### config.mk
export PLATFORM = sky130hd
export DESIGN_NAME = pipe_sram
export DESIGN_NICKNAME = d
export VERILOG_FILES = /design/src/rtl/nbs_pkg.sv /design/src/rtl/nbs_ctrl.sv /design/src/rtl/nbs_dp.sv /design/src/rtl/pipe_sram.sv
export SDC_FILE = /design/constraint.sdc
export NUM_CORES = 1
export LEC_CHECK = 0
export BUFFER_PORTS_ARGS = -buffer_cell sky130_fd_sc_hd__buf_4
export CAP_MARGIN = 20
export CORE_MARGIN = 3
export CORE_UTILIZATION = 60
export CTS_BUF_LIST = sky130_fd_sc_hd__clkbuf_16
export CTS_CLUSTER_DIAMETER = 100
export DETAILED_ROUTE_END_ITERATION = 8
export GPL_ROUTABILITY_DRIVEN = 0
export MAX_ROUTING_LAYER = met4
export PLACE_DENSITY = 0.76
export SYNTH_ARGS = -nofsm -noshare
export SYNTH_HDL_FRONTEND = slang
export SYNTH_SLANG_ARGS = --single-unit
### constraint.sdc
create_clock -name clk -period 3.1 [get_ports clk]
set_input_delay 0.62 -clock clk [delete_from_list [all_inputs] [get_ports clk]]
set_output_delay 0.62 -clock clk [all_outputs]
set_load 0.03 [all_outputs]
### src/rtl/nbs_pkg.sv
package nbs_pkg;
  localparam int ADDR_W  = 6;
  localparam int LANES   = 2;
  localparam int LANE_W  = 9;
  localparam int BURST_W = 2;
  localparam int DATA_W  = LANES * LANE_W;
  localparam int DEPTH   = 1 << ADDR_W;

  // Strobes from control to datapath
  typedef struct packed {
    logic              step;
    logic              rdEn;
    logic [ADDR_W-1:0] rdAddr;
    logic              wrEn;
    logic [ADDR_W-1:0] wrAddr;
    logic [LANES-1:0]  wrLanes;
    logic              fwdHit;
  } strobe_t;
endpackage

### src/rtl/nbs_ctrl.sv
module nbs_ctrl
  import nbs_pkg::*;
(
  input  logic              clk,
  input  logic              rstN,
  input  logic [ADDR_W-1:0] addrIn,
  input  logic              advLdIn,
  input  logic              weN,
  input  logic [LANES-1:0]  bwN,
  input  logic              ce1N,
  input  logic              ce2,
  input  logic              ce3N,
  input  logic              cenN,
  input  logic              modeIlv,
  input  logic              zz,
  input  logic              oeN,
  output strobe_t           strb,
  output logic              dOe
);
  typedef struct packed {
    logic              vld;
    logic              wr;
    logic [ADDR_W-1:0] addr;
    logic [LANES-1:0]  lanes;
  } op_t;

  op_t st1, st2, nextOp;
  logic oeVld;
  logic [ADDR_W-1:0]  bBase;
  logic [BURST_W-1:0] bStart, bCnt, cntNext, seqLow;
  logic bWr, bSel;
  logic step, chipSel;

  assign step    = ~cenN;
  assign chipSel = ~ce1N & ce2 & ~ce3N;

  // Next access: new load or burst advance
  always_comb begin
    cntNext = bCnt + 1'b1;
    seqLow  = modeIlv ? (bStart ^ cntNext) : (bStart + cntNext);
    nextOp  = '0;
    if (!advLdIn) begin
      nextOp.vld  = chipSel & ~zz;
      nextOp.wr   = ~weN;
      nextOp.addr = addrIn;
    end else begin
      nextOp.vld  = bSel & ~zz;
      nextOp.wr   = bWr;
      nextOp.addr = {bBase[ADDR_W-1:BURST_W], seqLow};
    end
    nextOp.lanes = nextOp.wr ? ~bwN : '0;
  end

  always_ff @(posedge clk) begin
    if (!rstN) begin
      st1 <= '0; st2 <= '0; oeVld <= 1'b0;
      bBase <= '0; bStart <= '0; bCnt <= '0; bWr <= 1'b0; bSel <= 1'b0;
    end else if (step) begin
      st1   <= nextOp;
      st2   <= st1;
      oeVld <= st2.vld & ~st2.wr;
      if (!advLdIn) begin
        bBase  <= addrIn;
        bStart <= addrIn[BURST_W-1:0];
        bCnt   <= '0;
        bWr    <= ~weN;
        bSel   <= chipSel & ~zz;
      end else begin
        bCnt <= cntNext;
      end
    end
  end

  always_comb begin
    strb         = '0;
    strb.step    = step;
    strb.rdEn    = st1.vld & ~st1.wr;
    strb.rdAddr  = st1.addr;
    strb.wrEn    = st2.vld & st2.wr;
    strb.wrAddr  = st2.addr;
    strb.wrLanes = st2.lanes;
    strb.fwdHit  = st2.vld & st2.wr & st1.vld & ~st1.wr & (st2.addr == st1.addr);
  end

  assign dOe = oeVld & ~oeN;

  // stalled edge leaves the pipeline untouched
  a_r3_ctrl_hold: assert property (@(posedge clk) disable iff (!rstN)
    cenN |=> ($stable(st1) && $stable(st2) && $stable(oeVld)));
  // no drive in the data slot of a write
  a_r5_write_slot_quiet: assert property (@(posedge clk) disable iff (!rstN)
    (step && st2.vld && st2.wr) |=> !dOe);
  // a deselected load starts nothing
  a_r4_deselect: assert property (@(posedge clk) disable iff (!rstN)
    (step && !advLdIn && !chipSel) |=> !st1.vld);
  // sleep blocks new accesses
  a_r12_sleep_block: assert property (@(posedge clk) disable iff (!rstN)
    (step && zz) |=> !st1.vld);
  // each enabled advance moves the beat counter by one
  a_r8_beat_count: assert property (@(posedge clk) disable iff (!rstN)
    (step && advLdIn) |=> (bCnt == $past(bCnt) + 2'd1));
endmodule

### src/rtl/nbs_dp.sv
module nbs_dp
  import nbs_pkg::*;
(
  input  logic              clk,
  input  logic              rstN,
  input  strobe_t           strb,
  input  logic [DATA_W-1:0] dIn,
  output logic [DATA_W-1:0] dOut
);
  logic [DATA_W-1:0] merged, rdHold, outReg;

  for (genvar g = 0; g < LANES; g++) begin : gLane
    logic [LANE_W-1:0] laneMem [DEPTH];
    always_ff @(posedge clk) begin
      if (strb.step && strb.wrEn && strb.wrLanes[g])
        laneMem[strb.wrAddr] <= dIn[g*LANE_W +: LANE_W];
    end
    // Coherency: late write data overrides the array for its lanes
    assign merged[g*LANE_W +: LANE_W] = (strb.fwdHit && strb.wrLanes[g]) ?
                                        dIn[g*LANE_W +: LANE_W] : laneMem[strb.rdAddr];
  end

  always_ff @(posedge clk) begin
    if (!rstN) begin
      rdHold <= '0;
      outReg <= '0;
    end else if (strb.step) begin
      if (strb.rdEn) rdHold <= merged;
      outReg <= rdHold;
    end
  end

  assign dOut = outReg;

  // output register holds over a stalled edge
  a_r3_out_hold: assert property (@(posedge clk) disable iff (!rstN)
    !strb.step |=> $stable(outReg));
  // a forwarded lane takes the bus data of that edge
  a_r7_forward_lane: assert property (@(posedge clk) disable iff (!rstN)
    (strb.step && strb.rdEn && strb.fwdHit && strb.wrLanes[0])
      |=> (rdHold[LANE_W-1:0] == $past(dIn[LANE_W-1:0])));
endmodule

### src/rtl/pipe_sram.sv
module pipe_sram
  import nbs_pkg::*;
(
  input  logic              clk,
  input  logic              rstN,
  input  logic [ADDR_W-1:0] addrIn,
  input  logic              advLdIn,
  input  logic              weN,
  input  logic [LANES-1:0]  bwN,
  input  logic              ce1N,
  input  logic              ce2,
  input  logic              ce3N,
  input  logic              cenN,
  input  logic              modeIlv,
  input  logic              oeN,
  input  logic              zz,
  input  logic [DATA_W-1:0] dIn,
  output logic [DATA_W-1:0] dOut,
  output logic              dOe
);
  strobe_t strb;

  nbs_ctrl uCtrl (
    .clk(clk), .rstN(rstN), .addrIn(addrIn), .advLdIn(advLdIn), .weN(weN),
    .bwN(bwN), .ce1N(ce1N), .ce2(ce2), .ce3N(ce3N), .cenN(cenN),
    .modeIlv(modeIlv), .zz(zz), .oeN(oeN), .strb(strb), .dOe(dOe)
  );

  nbs_dp uDp (
    .clk(clk), .rstN(rstN), .strb(strb), .dIn(dIn), .dOut(dOut)
  );

  // a high oeN always releases the bus
  always_comb begin
    if (rstN) a_r11_oe_gate: assert (!(oeN && dOe));
  end
endmodule

==> results by group <==
Synth
  • Net count after synthesis: 2,327
  • Area fraction of the dominant cell type after synthesis: 0.729
  • Most frequent cell after synthesis: edfxtp_1
  • Post-Synthesis Cells: 2,289
  • Synth cell types: 52
  • Synth Register Bits: 1,219
  • Register area share after synthesis: 0.758
  • Warnings from Yosys: 0
  • Post-synth top cells: 1,152 x edfxtp_1, 260 x mux4_2, 151 x nor2_1, 86 x mux2i_1, 73 x a22oi_1
  • Synth top area cells: edfxtp_1 73%, mux4_2 12%, dfxtp_1 2.8%
  • Asr flop ratio synth: 0
  • Biggest area consumer among synthesized cells: edfxtp_1
  • Post-synth EDFFs: 1,152
  • Syn avg cell area: 20.7 sq um
  • Synth Flop Type: edfxtp_1
  • Netlist Area Pre-Place: 47,400 sq um

Setup path
  • CP Capture Type: register
  • CP peak stage delay: 0.84 ns
  • Max FO, Critical Path: 15
  • CP Cell Sequence: buf_4, nor2b_1, a22oi_1, a31oi_1, o31ai_1, a21oi_1
  • Worst Setup Path Type: reg -> reg
  • Startpoint Class: register
  • Buf/Inv on CP: 1
  • CP required: 3.70 ns
  • Largest delay share family, worst path: flip-flops
  • Slowest library cell on the worst path: dfxtp_1
  • Arrival time at the worst endpoint: 3.32 ns

GRT
  • Initial antenna violation count: 0
  • GR Overflow Total: 0
  • GRT Util Overall: 0.294
  • Largest net degree at the start of global routing: 68
  • Vias in the first global route: 24,600
  • Global-route wire length before repair: 169,000 um

Clocking
  • H-tree depth: 3
  • Max clock buf depth: 3
  • CTS buffer count: 115
  • Clk_lat worst skew: 0.68 ns
  • CTS root buf: clkbuf_16
  • CTS tree: built
  • Resize count post-CTS: 0
  • Clock transition at path regs: 0.06 ns
  • Clock sinks: 1,219
  • Setup Buffers After CTS: 0
  • Post-CTS Hold Buffers: 0

Timing
  • Final Hold Viols: 0
  • Final critical-path required period: 2.72 ns
  • Fmax: 368 MHz
  • Setup TNS after final layout: 0 ns
  • Worst Tran Pin Value: 0.958 ns
  • Layout Skew: 0.0204 ns
  • Worst slew margin: 0.359
  • RSZ-0062 raised after global routing: no
  • Final Max Tran Viols: 0
  • Final worst path period share: 0.878
  • Setup violations, final: 0

Floorplanning
  • Initial Utilization: 0.609
  • Die area: 82,500 sq um
  • Die Y: 287 um
  • FP Rows: 102
  • IO Pins: 56
  • Die Wd: 287 um
  • Placeable Area: 77,800 sq um

Cells and area
  • Layout cells sized above 1: 0.277
  • Ant diodes: 0
  • Fillers: 4,624
  • Final Cell Area: 54,000 sq um
  • Nets@finish: 2,593
  • Synth-to-layout area growth: 13.9%

Route
  • Post-route ant nets: 0
  • DRC: 0
  • Drt total wl: 115,000 um
  • Via-to-Cell Ratio: 6.64
  • Vias: 24,500
  • 1st-iter DRT viols: 3,335
  • Pre-antenna DRT Iters: 5
  • Wire per inst: 31.1 um

Run
  • Max cap viols: 0

Hold path
  • Worst Hold Class: in -> reg

Pwr
  • PwrDens: 625 nW/um^2
  • Static leakage: 17.2 nW
  • VDD IR-drop max: 0.574 mV

Outcome
  • Status: completed

Placement
  • Placed inst area: 50,300 sq um
  • DP HPWL: 69,400 um
  • # port buffers: 55
==> state kept, by name, summed over array words and instances (netlist names) <==
| signal | flops |
|---|---|
| uDp.dOut | 18 |
| uCtrl.bStart | 1 |
| uCtrl.oeVld | 1 |
| uCtrl.bWr | 1 |
| uCtrl.strb | 14 |
| uCtrl.st2 | 2 |
| uCtrl.st1 | 4 |
| uCtrl.bCnt | 2 |
| uCtrl.bBase | 5 |
| uDp.rdHold | 18 |
| uDp.gLane.laneMem | 1152 |
| uCtrl.bSel | 1 |
==> worst paths after layout <==
check	from	end	slack [ns]	depth (start not counted)
min reg2reg	uCtrl.bBase[4]	uCtrl.bBase[4]	0.48	2
max	uCtrl.strb[15]	uDp.rdHold[7]	0.38	6
max reg2reg	uCtrl.strb[15]	uDp.rdHold[7]	0.38	6
min	addrIn[1]	uCtrl.bBase[1]	0.23	3
==> through the flow <==
step	worst slack, ns	hold slack [ns]	util	instances	power [W]
CTS	0.457	0.199	0.694	3687	0.0339
detailed placement	0.388	0.474	0.646	3478	0.0202
finish	0.379	0.225	0.694	3687	0.0338
global route	0.328	0.221	0.694	3687	0.0347
floorplan	0.661	0.443	-	2289	0.0195
global placement	0.400	0.452	0.646	3478	0.0202
==> layout make-up <==
type,instances,area (sq um),share of cell area
Timing Repair Buffer,287,2370,0.0438
Inverter,2,7.51,0.000139
Clock inverter,90,778,0.0144
Clock buffer,119,2980,0.0551
Tap cell,1040,1300,0.0241
Sequential cell,1219,35900,0.665
Multi-Input combinational cell,930,10700,0.197
==> where the power goes <==
part | switching (W) | internal [W] | total, W | leakage [nW]
registers | 0.0000570 | 0.0180 | 0.0181 | 10.9
clock network | 0.00582 | 0.00807 | 0.0139 | 1.91
logic | 0.00110 | 0.000728 | 0.00183 | 4.44
total | 0.00697 | 0.0268 | 0.0338 | 17.2
==> kinds of logic (layout without fill, tap and decap cells) <==
logic type               count (synthesis)  after routing  share of synthesized area
buffers and inverters                  140            498                     0.0183
XOR/XNOR                                 9              9                    0.00166
AO/OA/AOI/OAI                          202            202                     0.0294
AND/OR/NAND/NOR                        334            334                     0.0324
flip-flops                            1219           1219                      0.758
adder cells (fa/ha/maj)                  1              1                   0.000264
multiplexers                           384            384                      0.160
==> worst reg2reg max path: cells and delay by family, from the launching register on <==
kind	cells	cell delay, ns
AO/OA/AOI/OAI	4	0.82
buffers and inverters	1	0.34
flip-flops	1	0.84
AND/OR/NAND/NOR	1	0.65
==> metal layers <==
metal / global-route usage / vias to the layer above / wire length, um
met5: - / - / 0
li1: - / 10000 / -
met2: 0.456 / 1512 / 56200
met1: 0.395 / 12700 / 41800
met3: 0.0601 / 276 / 12000
met4: 0.103 / 0 / 4840
==> cell usage in the layout, fill, tap and decap left out, types with 31 or more instances in the layout <==
master / instances
a21oi_1: 46
a22oi_1: 73
buf_4: 270
clkbuf_16: 119
dfxtp_1: 63
edfxtp_1: 1152
mux2i_1: 86
mux4_1: 31
mux4_2: 260
nand2_1: 67
nor2_1: 150
nor2b_1: 43
Power figures use the tool's default switching activity.
